$ cat config.mk
export PLATFORM = sky130hd
export DESIGN_NAME = regfile_bank_mapper
export DESIGN_NICKNAME = d
export VERILOG_FILES = /design/src/rtl/rbm_pkg.sv /design/src/rtl/rbm_addr_sel.sv /design/src/rtl/rbm_region_dec.sv /design/src/rtl/rbm_ctl_regs.sv /design/src/rtl/rbm_store.sv /design/src/rtl/regfile_bank_mapper.sv
export SDC_FILE = /design/constraint.sdc
export NUM_CORES = 2
export LEC_CHECK = 0
export BUFFER_PORTS_ARGS = -buffer_cell sky130_fd_sc_hd__buf_2
export CAP_MARGIN = 10
export CORE_AREA = 2 2 617 619
export DETAILED_ROUTE_END_ITERATION = 12
export DIE_AREA = 0 0 619 621
export HOLD_SLACK_MARGIN = 0.15
export PLACE_DENSITY = 0.57
export SLEW_MARGIN = 25
export SYNTH_ARGS = -nofsm -noshare
export SYNTH_HDL_FRONTEND = slang
export SYNTH_SLANG_ARGS = --single-unit
$ cat constraint.sdc
create_clock -name clk -period 5.1 [get_ports clk]
set_input_delay 0.255 -clock clk [delete_from_list [all_inputs] [get_ports clk]]
set_output_delay 0.255 -clock clk [all_outputs]
set_load 0.1 [all_outputs]
$ cat src/rtl/rbm_pkg.sv
package rbm_pkg;
   typedef enum logic [1:0] {
      AM_DIRECT = 2'b00,
      AM_LOWOP  = 2'b01,
      AM_PTR0   = 2'b10,
      AM_PTR1   = 2'b11
   } acc_mode_e;

   typedef enum logic [2:0] {
      RG_CTL,
      RG_PTR0,
      RG_PTR1,
      RG_FLAT,
      RG_PERI,
      RG_RAM
   } region_e;
endpackage

$ cat src/rtl/rbm_addr_sel.sv
module rbm_addr_sel #(
   parameter int AW       = 8,
   parameter int LOWOP_W  = 5
) (
   input  logic [1:0]    mode,
   input  logic [AW-1:0] op_addr,
   input  logic [AW-1:0] ptr0,
   input  logic [AW-1:0] ptr1,
   output logic [AW-1:0] eff_addr
);
   import rbm_pkg::*;

   acc_mode_e m;
   assign m = acc_mode_e'(mode);

   always_comb begin
      unique case (m)
         AM_DIRECT: eff_addr = op_addr;
         AM_LOWOP:  eff_addr = AW'(op_addr[LOWOP_W-1:0]);
         AM_PTR0:   eff_addr = ptr0;
         default:   eff_addr = ptr1;
      endcase
   end
endmodule

$ cat src/rtl/rbm_region_dec.sv
module rbm_region_dec #(
   parameter int AW        = 8,
   parameter int PERI_LO   = 'h10,
   parameter int PERI_HI   = 'h17,
   parameter int RAM_LO    = 'h20,
   parameter int CTL_ADDR  = 'h0F,
   parameter int PTR0_ADDR = 'h01,
   parameter int PTR1_ADDR = 'h09,
   parameter int PIDX_W    = 3,
   parameter int RAM_OW    = 8
) (
   input  logic [AW-1:0]     eff_addr,
   output rbm_pkg::region_e  region,
   output logic [PIDX_W-1:0] peri_idx,
   output logic [RAM_OW-1:0] ram_off
);
   import rbm_pkg::*;

   always_comb begin
      if (eff_addr == AW'(CTL_ADDR))
         region = RG_CTL;
      else if (eff_addr == AW'(PTR0_ADDR))
         region = RG_PTR0;
      else if (eff_addr == AW'(PTR1_ADDR))
         region = RG_PTR1;
      else if (eff_addr >= AW'(PERI_LO) && eff_addr <= AW'(PERI_HI))
         region = RG_PERI;
      else if (eff_addr >= AW'(RAM_LO))
         region = RG_RAM;
      else
         region = RG_FLAT;
   end

   assign peri_idx = PIDX_W'(eff_addr - AW'(PERI_LO));
   assign ram_off  = RAM_OW'(eff_addr - AW'(RAM_LO));
endmodule

$ cat src/rtl/rbm_ctl_regs.sv
module rbm_ctl_regs #(
   parameter int DW  = 8,
   parameter int PBW = 4,
   parameter int RBW = 4,
   parameter int BIW = 4
) (
   input  logic           clk,
   input  logic           rst_n,
   input  logic           wr_ctl,
   input  logic           wr_p0,
   input  logic           wr_p1,
   input  logic [DW-1:0]  wdata,
   input  logic           ld_peri,
   input  logic           ld_ram,
   input  logic [BIW-1:0] bank_imm,
   output logic [DW-1:0]  ctl_q,
   output logic [DW-1:0]  ptr0_q,
   output logic [DW-1:0]  ptr1_q
);
   logic [PBW-1:0] peri_f;
   logic [RBW-1:0] ram_f;

   always_ff @(posedge clk or negedge rst_n) begin
      if (!rst_n) begin
         peri_f <= '0;
         ram_f  <= '0;
         ptr0_q <= '0;
         ptr1_q <= '0;
      end else begin
         if (ld_peri)
            peri_f <= bank_imm[PBW-1:0];
         else if (wr_ctl)
            peri_f <= wdata[PBW-1:0];

         if (ld_ram)
            ram_f <= bank_imm[RBW-1:0];
         else if (wr_ctl)
            ram_f <= wdata[DW-1:PBW];

         if (wr_p0)
            ptr0_q <= wdata;
         if (wr_p1)
            ptr1_q <= wdata;
      end
   end

   assign ctl_q = {ram_f, peri_f};
endmodule

$ cat src/rtl/rbm_store.sv
module rbm_store #(
   parameter int DW    = 8,
   parameter int DEPTH = 224,
   parameter int BANKS = 2,
   parameter int FW    = 4,
   localparam int OW   = (DEPTH > 1) ? $clog2(DEPTH) : 1,
   localparam int BSW  = (BANKS > 1) ? $clog2(BANKS) : 1
) (
   input  logic          clk,
   input  logic          we,
   input  logic [FW-1:0] bank_field,
   input  logic [OW-1:0] off,
   input  logic [DW-1:0] wdata,
   output logic [DW-1:0] rdata
);
   localparam bit POW2 = ((BANKS & (BANKS - 1)) == 0);

   logic [BSW-1:0] bsel;
   logic [DW-1:0]  rd_b [BANKS];

   generate
      if (POW2) begin : g_mask
         assign bsel = BSW'(bank_field & FW'(BANKS - 1));
      end else begin : g_mod
         assign bsel = BSW'(bank_field % FW'(BANKS));
      end

      for (genvar b = 0; b < BANKS; b++) begin : g_bank
         logic [DW-1:0] mem [DEPTH];
         always_ff @(posedge clk) begin
            if (we && (bsel == BSW'(b)))
               mem[off] <= wdata;
         end
         assign rd_b[b] = mem[off];
      end

      if (BANKS == 1) begin : g_single
         assign rdata = rd_b[0];
      end else begin : g_multi
         assign rdata = rd_b[bsel];
      end
   endgenerate
endmodule

$ cat src/rtl/regfile_bank_mapper.sv
module regfile_bank_mapper #(
   parameter int DATA_W    = 8,
   parameter int ADDR_W    = 8,
   parameter int PERI_BW   = 4,
   parameter int RAM_BW    = 4,
   parameter int RAM_BANKS = 2,
   parameter int LOWOP_W   = 5,
   parameter int PERI_LO   = 'h10,
   parameter int PERI_HI   = 'h17,
   parameter int RAM_LO    = 'h20,
   parameter int CTL_ADDR  = 'h0F,
   parameter int PTR0_ADDR = 'h01,
   parameter int PTR1_ADDR = 'h09,
   localparam int BIW      = (PERI_BW > RAM_BW) ? PERI_BW : RAM_BW,
   localparam int PIDX_W   = (PERI_HI > PERI_LO) ? $clog2(PERI_HI - PERI_LO + 1) : 1
) (
   input  logic              clk,
   input  logic              rst_n,
   input  logic [1:0]        acc_mode,
   input  logic [ADDR_W-1:0] op_addr,
   input  logic              wr_en,
   input  logic [DATA_W-1:0] wdata,
   input  logic              bank_ld_peri,
   input  logic              bank_ld_ram,
   input  logic [BIW-1:0]    bank_imm,
   output logic [DATA_W-1:0] rdata,
   output logic              per_sel,
   output logic              per_we,
   output logic [PERI_BW-1:0] per_bank,
   output logic [PIDX_W-1:0] per_idx,
   output logic [DATA_W-1:0] per_wdata,
   input  logic [DATA_W-1:0] per_rdata
);
   import rbm_pkg::*;

   localparam int RAM_DEPTH  = (1 << ADDR_W) - RAM_LO;
   localparam int RAM_OW     = $clog2(RAM_DEPTH);
   localparam int FLAT_DEPTH = 1 << LOWOP_W;

   generate
      if (PERI_BW + RAM_BW != DATA_W) begin : g_bad_fields
         $error("bank fields must fill the control register");
      end
      if (PERI_HI < PERI_LO || PERI_HI >= RAM_LO) begin : g_bad_peri
         $error("peripheral window must lie below the RAM window");
      end
      if (RAM_LO < FLAT_DEPTH || PERI_HI >= FLAT_DEPTH) begin : g_bad_lowop
         $error("restricted operand range must cover the peripheral window only");
      end
      if (RAM_BANKS < 1 || RAM_BANKS > (1 << RAM_BW)) begin : g_bad_banks
         $error("RAM bank count must be reachable by the RAM field");
      end
      if (CTL_ADDR >= PERI_LO || PTR0_ADDR >= PERI_LO || PTR1_ADDR >= PERI_LO) begin : g_bad_core
         $error("control and pointer registers must be unbanked");
      end
   endgenerate

   logic [ADDR_W-1:0] eff_addr;
   logic [DATA_W-1:0] ctl_q, ptr0_q, ptr1_q;
   logic [DATA_W-1:0] ram_rd, flat_rd;
   logic [RAM_OW-1:0] ram_off;
   logic [PIDX_W-1:0] peri_idx;
   region_e           region;

   rbm_addr_sel #(.AW(ADDR_W), .LOWOP_W(LOWOP_W)) u_sel (
      .mode     (acc_mode),
      .op_addr  (op_addr),
      .ptr0     (ptr0_q),
      .ptr1     (ptr1_q),
      .eff_addr (eff_addr)
   );

   rbm_region_dec #(
      .AW(ADDR_W), .PERI_LO(PERI_LO), .PERI_HI(PERI_HI), .RAM_LO(RAM_LO),
      .CTL_ADDR(CTL_ADDR), .PTR0_ADDR(PTR0_ADDR), .PTR1_ADDR(PTR1_ADDR),
      .PIDX_W(PIDX_W), .RAM_OW(RAM_OW)
   ) u_dec (
      .eff_addr (eff_addr),
      .region   (region),
      .peri_idx (peri_idx),
      .ram_off  (ram_off)
   );

   rbm_ctl_regs #(.DW(DATA_W), .PBW(PERI_BW), .RBW(RAM_BW), .BIW(BIW)) u_ctl (
      .clk      (clk),
      .rst_n    (rst_n),
      .wr_ctl   (wr_en && region == RG_CTL),
      .wr_p0    (wr_en && region == RG_PTR0),
      .wr_p1    (wr_en && region == RG_PTR1),
      .wdata    (wdata),
      .ld_peri  (bank_ld_peri),
      .ld_ram   (bank_ld_ram),
      .bank_imm (bank_imm),
      .ctl_q    (ctl_q),
      .ptr0_q   (ptr0_q),
      .ptr1_q   (ptr1_q)
   );

   rbm_store #(.DW(DATA_W), .DEPTH(RAM_DEPTH), .BANKS(RAM_BANKS), .FW(RAM_BW)) u_ram (
      .clk        (clk),
      .we         (wr_en && region == RG_RAM),
      .bank_field (ctl_q[DATA_W-1:PERI_BW]),
      .off        (ram_off),
      .wdata      (wdata),
      .rdata      (ram_rd)
   );

   rbm_store #(.DW(DATA_W), .DEPTH(FLAT_DEPTH), .BANKS(1), .FW(1)) u_flat (
      .clk        (clk),
      .we         (wr_en && region == RG_FLAT),
      .bank_field (1'b0),
      .off        (eff_addr[LOWOP_W-1:0]),
      .wdata      (wdata),
      .rdata      (flat_rd)
   );

   always_comb begin
      unique case (region)
         RG_CTL:  rdata = ctl_q;
         RG_PTR0: rdata = ptr0_q;
         RG_PTR1: rdata = ptr1_q;
         RG_FLAT: rdata = flat_rd;
         RG_PERI: rdata = per_rdata;
         default: rdata = ram_rd;
      endcase
   end

   assign per_sel   = (region == RG_PERI);
   assign per_we    = per_sel && wr_en;
   assign per_idx   = peri_idx;
   assign per_bank  = ctl_q[PERI_BW-1:0];
   assign per_wdata = wdata;
endmodule

# After elaboration in Yosys (flattened, before gate mapping)
# Memory sizes are Yosys's and may differ from the RTL's.
# Cells that the tools add are included.
[classes]
n_lt_le_gt_ge = 4
mux = 20
add_sub_neg = 2
n_bitwise = 2
n_eq_ne = 10
reduce_logical = 13
[op_table]
columns = ["operator", "count"]
rows = [
  ["case mux 8 bit (5 select lines)", 1],
  ["2-to-1 mux 8 bit", 3],
  ["case mux 8 bit (3 select lines)", 1],
  ["equality test 8 x 4 -> 1 bit (second input constant)", 2],
  ["2-to-1 mux 4 bit", 4],
  ["2-to-1 mux 3 bit", 5],
  ["logical AND 1 bit", 9],
  ["equality test 8 x 1 -> 1 bit (second input constant)", 1],
  [">= comparator 8 x 5 -> 1 bit (second input constant)", 1],
  [">= comparator 8 x 6 -> 1 bit (second input constant)", 1],
  ["less-or-equal comparator 8 x 5 -> 1 bit (second input constant)", 1],
  ["subtractor 8 x 6 -> 8 bit (second input constant)", 1],
  ["equality test 3 x 2 -> 1 bit (second input constant)", 2],
  ["equality test 3 bit (second input constant)", 2],
  ["2-to-1 mux 1 bit", 6],
  ["nonzero test 2 bit", 2],
  ["equality test 3 x 1 -> 1 bit (second input constant)", 1],
  ["zero test 3 bit", 1],
  ["subtractor 3 x 1 -> 3 bit (second input constant)", 1],
  ["equality test 2 x 1 -> 1 bit (second input constant)", 1],
  ["equality test 2 bit (second input constant)", 1],
  [">= comparator 2 bit (second input constant)", 1],
  ["zero test 2 bit", 1],
  ["NOT 1 -> 2 bit", 1],
  ["NOT 1 bit", 1],
]
[word_totals]
output_inout_bits = 25
word_cells = 58
ramBits = 3840
inputBits = 35
n_memories = 3
ff_bits = 24
[mem_list]
columns = ["name", "words", "width", "read_ports", "rd_clocked_by_memory_dff", "wr", "line", "source"]
rows = [
  ["u_ram.g_bank[0].mem", 224, 8, 1, 0, 1, "rbm_store.sv:29", "logic [DW-1:0] mem [DEPTH];"],
  ["u_ram.g_bank[1].mem", 224, 8, 1, 0, 1, "rbm_store.sv:29", ""],
  ["u_flat.g_bank[0].mem", 32, 8, 1, 0, 1, "rbm_store.sv:29", ""],
]

# Logic depth before layout (Yosys ltp)
[logic_depth]
word_depth = 13
ltp_mapped = 19
mapped_depth_nobuf = 13

# Cells and area by module
# A second synthesis with hierarchy kept.
[hier_totals]
hier_cells = 7037
area_unflattened_um2 = 149626.0
[modules_own_cells]
columns = ["module", "n_inst", "area_each_um2", "cells_each", "seq_area_each_um2"]
rows = [
  ["rbm_store (u_ram)", 1, 137683.3, 6287, 107623.2],
  ["rbm_store (u_flat)", 1, 10045.9, 568, 7687.4],
  ["rbm_ctl_regs", 1, 1024.7, 67, 600.6],
  ["regfile_bank_mapper", 1, 525.5, 67, 0.0],
  ["rbm_addr_sel", 1, 177.7, 24, 0.0],
  ["rbm_region_dec", 1, 168.9, 24, 0.0],
]

# Worst setup path before layout
# Ideal clock, no wire load.
[synth_timing]
kind = "input to output"
startpoint = "input port acc_mode[0]"
endpoint = "output port rdata[5]"
cell_stages = 17
n_path_buf = 5
path_slack_ns = -2.047
required_time_ns = 4.845
arrival_ns = 6.892
path_cell_list = "buf_4 mux2_2 a22o_1 inv_1 buf_2 buf_1 ha_1 clkbuf_1 nor3b_1 mux2_2 or3_1 clkbuf_1 o21ai_0 nor4_1 nand3_1 and4_1 o311ai_0"
[synth_via]
elab_chain_cells = 10
elab_cells_between_ends = 29
classes_between = "add/sub: 1; order compare: 3; eq/ne: 9; mux: 10; reduce/logical: 3; memory: 3"
[synth_rtl]
columns = ["element", "line", "source"]
rows = [
  ["from (decl)", "regfile_bank_mapper.sv:19", "input logic [1:0] acc_mode,"],
  ["equality test 2 bit, or another cell as far along", "rbm_addr_sel.sv:17", "unique case (m)"],
  ["case mux 8 bit (3 select lines) (*)", "rbm_addr_sel.sv:17", ""],
  ["parallel branches: the longest is 7 deep, another holds subtractor 8 x 6 -> 8 bit", "-", ""],
  ["case mux 8 bit (5 select lines) (*)", "regfile_bank_mapper.sv:118", "unique case (region)"],
  ["to (decl)", "regfile_bank_mapper.sv:26", "output logic [DATA_W-1:0] rdata,"],
]
# Mark *: on every way between the ends. The select of a mux whose other input is x is not followed.

# Worst setup path after layout
[layout_timing]
startpoint = "register u_ctl.ptr1_q[3]"
endpoint = "output port rdata[7]"
[layout_via]
elab_chain_cells = 9
elab_cells_between_ends = 26
classes_between = "add/sub: 1; order compare: 3; eq/ne: 7; mux: 10; reduce/logical: 2; memory: 3"
[layout_rtl]
columns = ["element", "line", "source"]
rows = [
  ["from (decl)", "rbm_ctl_regs.sv:18", "output logic [DW-1:0] ptr1_q"],
  ["from (signal assigned)", "rbm_ctl_regs.sv:43", "ptr1_q <= wdata;"],
  ["case mux 8 bit (3 select lines) (*)", "rbm_addr_sel.sv:17", ""],
  ["parallel branches: the longest is 7 deep, another holds subtractor 8 x 6 -> 8 bit", "-", ""],
  ["case mux 8 bit (5 select lines) (*)", "regfile_bank_mapper.sv:118", ""],
]
# Marked as above.

==> impl_metrics.csv <==
group,metric,value,unit
worst_setup_path,crit_required,4.85,ns
sta,setup_tns,-2.31,ns
finish,stdcell_area,180000,µm²
sta,slew_headroom,20.1,%
sta,fmax,178,MHz
sta,finalClockSkew,0.0700,ns
global_routing,grt_pass1_vias,86000,
floorplanning,die_area,384000,µm²
sta,report.final.slew_viol_count,0,
sta,worst_hold_slack,0.300,ns
placed_design,dp.cells,13800,
clocking,clockRootBuffer,"clkbuf_16",
outcome,violations,"negative setup slack",
sta,grt_setup_unrepaired,"true",
floorplanning,die_h,621,µm
worst_setup_path,start_kind,"register",
synthesis,async_flop_share,0.626,%
floorplanning,rows,226,
outcome,status,"complete, but fails checks",
sta,setup_ws,-0.518,ns
placed_design,place.detailed.hpwl,320000,µm
floorplanning,core_area,378000,µm²
power,finalPower,84.8,mW
finish,stdcell_count,14700,
drt,ant_nets,0,
clocking,cts.clk_slew.worst_paths,0.06,ns
finish,area_growth,19.8,%
flow_run,max_cap_viol_count,0,
synthesis,synth-edff-count,3808,
synthesis,netlist_top_cells_area,"edfxtp_1 76%, mux4_2 10%, nand2_1 2.4%",
drt,highest_layer,"met5",
drt,wl_met2,224000,µm
synthesis,yosysWarnings,0,
placed_design,placed_area,164000,µm²
synthesis,yosysTopAreaCell,"edfxtp_1",
placed_design,io_buffer_count,59,
global_routing,grt_pass1_wl,695000,µm
synthesis,synth_common_cells,"3808 x edfxtp_1, 976 x nand2_1, 665 x mux4_2",
worst_hold_path,hold_class,"primary input to asynchronous set/reset pin",
floorplanning,pin_count,60,
drt,wl,508000,µm
placed_design,place_congestion,0.948,
synthesis,synth_cell_type_count,78,
synthesis,yosysSeqAreaShare,76.4,%
clocking,clk_path_buf_depth,4,
worst_setup_path,worstSetupPathType,"register to output pin",
global_routing,antenna_found_initial,30,
finish,final_core_util,47.7,%
synthesis,syn_avg_cell_area,18.1,µm²
worst_setup_path,arrival,5.36,ns
worst_setup_path,endpoint_kind,"output pin",
synthesis,postSynthCellCount,8309,
drt,via_count,89100,
worst_setup_path,path_max_fanout,17,
drt,dr_wl_met3,59000,µm
global_routing,grt_max_degree,189,
power,peakVddDrop,0.336,mV
clocking,cts.sinks,3832,
clocking,cts_buffers,391,
synthesis,yosys.area.top_type_share,76.0,%
clocking,clock_latency,0.97,ns
drt,drt-met1-wl,198000,µm
global_routing,overflow,0,
drt,dr.pass1.iters,6,
sta,fin_crit,5.62,ns
finish,drive_gt1_share,26.8,%
clocking,tritoncts,"built",
clocking,htreeDepth,5,
floorplanning,die_w,619,µm
floorplanning,start_util,39.8,%
drt,wire_per_inst,34.6,µm
drt,drt_iter0_markers,14100,
synthesis,ys.flop_type,"edfxtp_1",
sta,max_slew.worst_pin.slew,1.20,ns
sta,finalCritPeriodShare,110,%
drt,avgViaCountPerCell,6.07,
synthesis,yosys_register_bits,3832,
placed_design,dp_slack,-0.588,ns
sta,finalSetupViolCount,8,
synthesis,syn_area,151000,µm²
power,leakagePower,58.7,nW
global_routing,grt_use_total,25.7,%
synthesis,synth.most_common_cell,"edfxtp_1",
finish,layout.nets,9358,
sta,hold_viol_final,0,
power,p_per_area,470,nW/µm²
drt,drc,0,
-- worst paths after layout --
kind                                 startpoint                     endpoint  slack (ns)  depth (start not counted)
worst max-delay path            u_ctl.ptr1_q[3]                     rdata[7]       -0.52                         14
worst min-delay path                      rst_n              u_ctl.peri_f[2]        0.30                          4
worst max register to register  u_ctl.ptr0_q[4]  u_ram.g_bank[1].mem[134][5]        0.34                         10
worst min register to register  u_ctl.ptr0_q[7]              u_ctl.ptr0_q[7]        0.55                          1
max in group asynchronous                 rst_n              u_ctl.ptr1_q[1]        4.61                          4
min in group clk                       wdata[0]  u_ram.g_bank[1].mem[195][0]        0.37                          2
-- area by class of cell --
class                      count  area (µm²)
antenna                       22        55.1
clock buffer                 450       10100
clock inverter               264        3040
fill                       31700      197000
inverter                      29         166
multi-input combinational   3943       34200
sequential                  3832      115000
tap                         5016        6280
timing repair buffer        1123       11500
timing repair inverter         2        20.0
-- layer usage --
| layer | track usage (%) | up-vias |
|---|---|---|
| met5 | 0.0379 | - |
| met4 | 11.3 | 18 |
| met3 | 6.51 | 1090 |
| met2 | 38.2 | 5885 |
| met1 | 35.8 | 46800 |
| li1 | - | 35400 |
-- cells in the final DEF (no fill, tap or decap), drive strengths merged, types with 9 or more instances in the layout --
| cell type | n |
|---|---|
| dlygate4sd3 | 33 |
| o211ai | 16 |
| and4 | 11 |
| inv | 36 |
| and2 | 96 |
| mux4 | 665 |
| mux2 | 24 |
| a32oi | 40 |
| bufinv | 56 |
| dfrtp | 24 |
| clkinvlp | 11 |
| o21ai | 43 |
| buf | 1076 |
| a21oi | 136 |
| nand3 | 392 |
| a221oi | 107 |
| a22oi | 151 |
| a22o | 20 |
| edfxtp | 3808 |
| diode | 22 |
| a31oi | 109 |
| o22ai | 22 |
| a211oi | 92 |
| clkinv | 192 |
| and3 | 28 |
| nor3 | 31 |
| mux2i | 151 |
| o2111ai | 10 |
| nand4 | 60 |
| conb | 56 |
| nand2 | 976 |
| a311oi | 19 |
| nor2 | 541 |
| a21o | 9 |
| nor4 | 20 |
| or4 | 11 |
| clkbuf | 459 |
-- logic make-up after synthesis --
group	Yosys count	synth area share, %
multiplexers	840	11.1
adder cells (fa/ha/maj)	1	0.00831
buffers and inverters	589	2.06
AND/OR/NAND/NOR	2186	6.28
other	1	0.00249
AO/OA/AOI/OAI	857	4.12
XOR/XNOR	3	0.0175
flip-flops	3832	76.4
-- worst max-delay path, cell delays in order, from the launching register on --
cell and delay, ns:
dfrtp_1 0.40, mux2i_2 0.13, buf_4 0.20, a21oi_4 0.26, buf_4 0.22, buf_4 0.40
nand2_1 0.39, nor4_4 0.52, a211oi_2 0.08, buf_6 0.18, o211ai_1 0.54, nor4_4 0.09
buf_4 0.21, o31ai_4 0.50, buf_12 0.25
-- repair_timing --
item,in CTS,in global routing
gates cloned,6,10
hold buffers,34,0
setup endpoints to repair,8,8
hold endpoints to repair,995,0
pin swaps,30,62
resized for setup,160,168
setup buffers,35,67
-- flip-flops by register name, summed over array words and instances (netlist names) --
| signal | count |
|---|---|
| u_ctl.ram_f | 4 |
| u_flat.g_bank.mem | 224 |
| u_ctl.peri_f | 4 |
| u_ctl.ptr0_q | 8 |
| u_ctl.ptr1_q | 8 |
| u_ram.g_bank.mem | 3584 |
-- where the power goes --
group | internal, mW | total [mW] | switching [mW]
combinational | 7.34 | 20.3 | 13.0
clock | 17.1 | 29.6 | 12.5
sequential | 34.8 | 34.9 | 0.115
(Power assumes the default switching activity.)
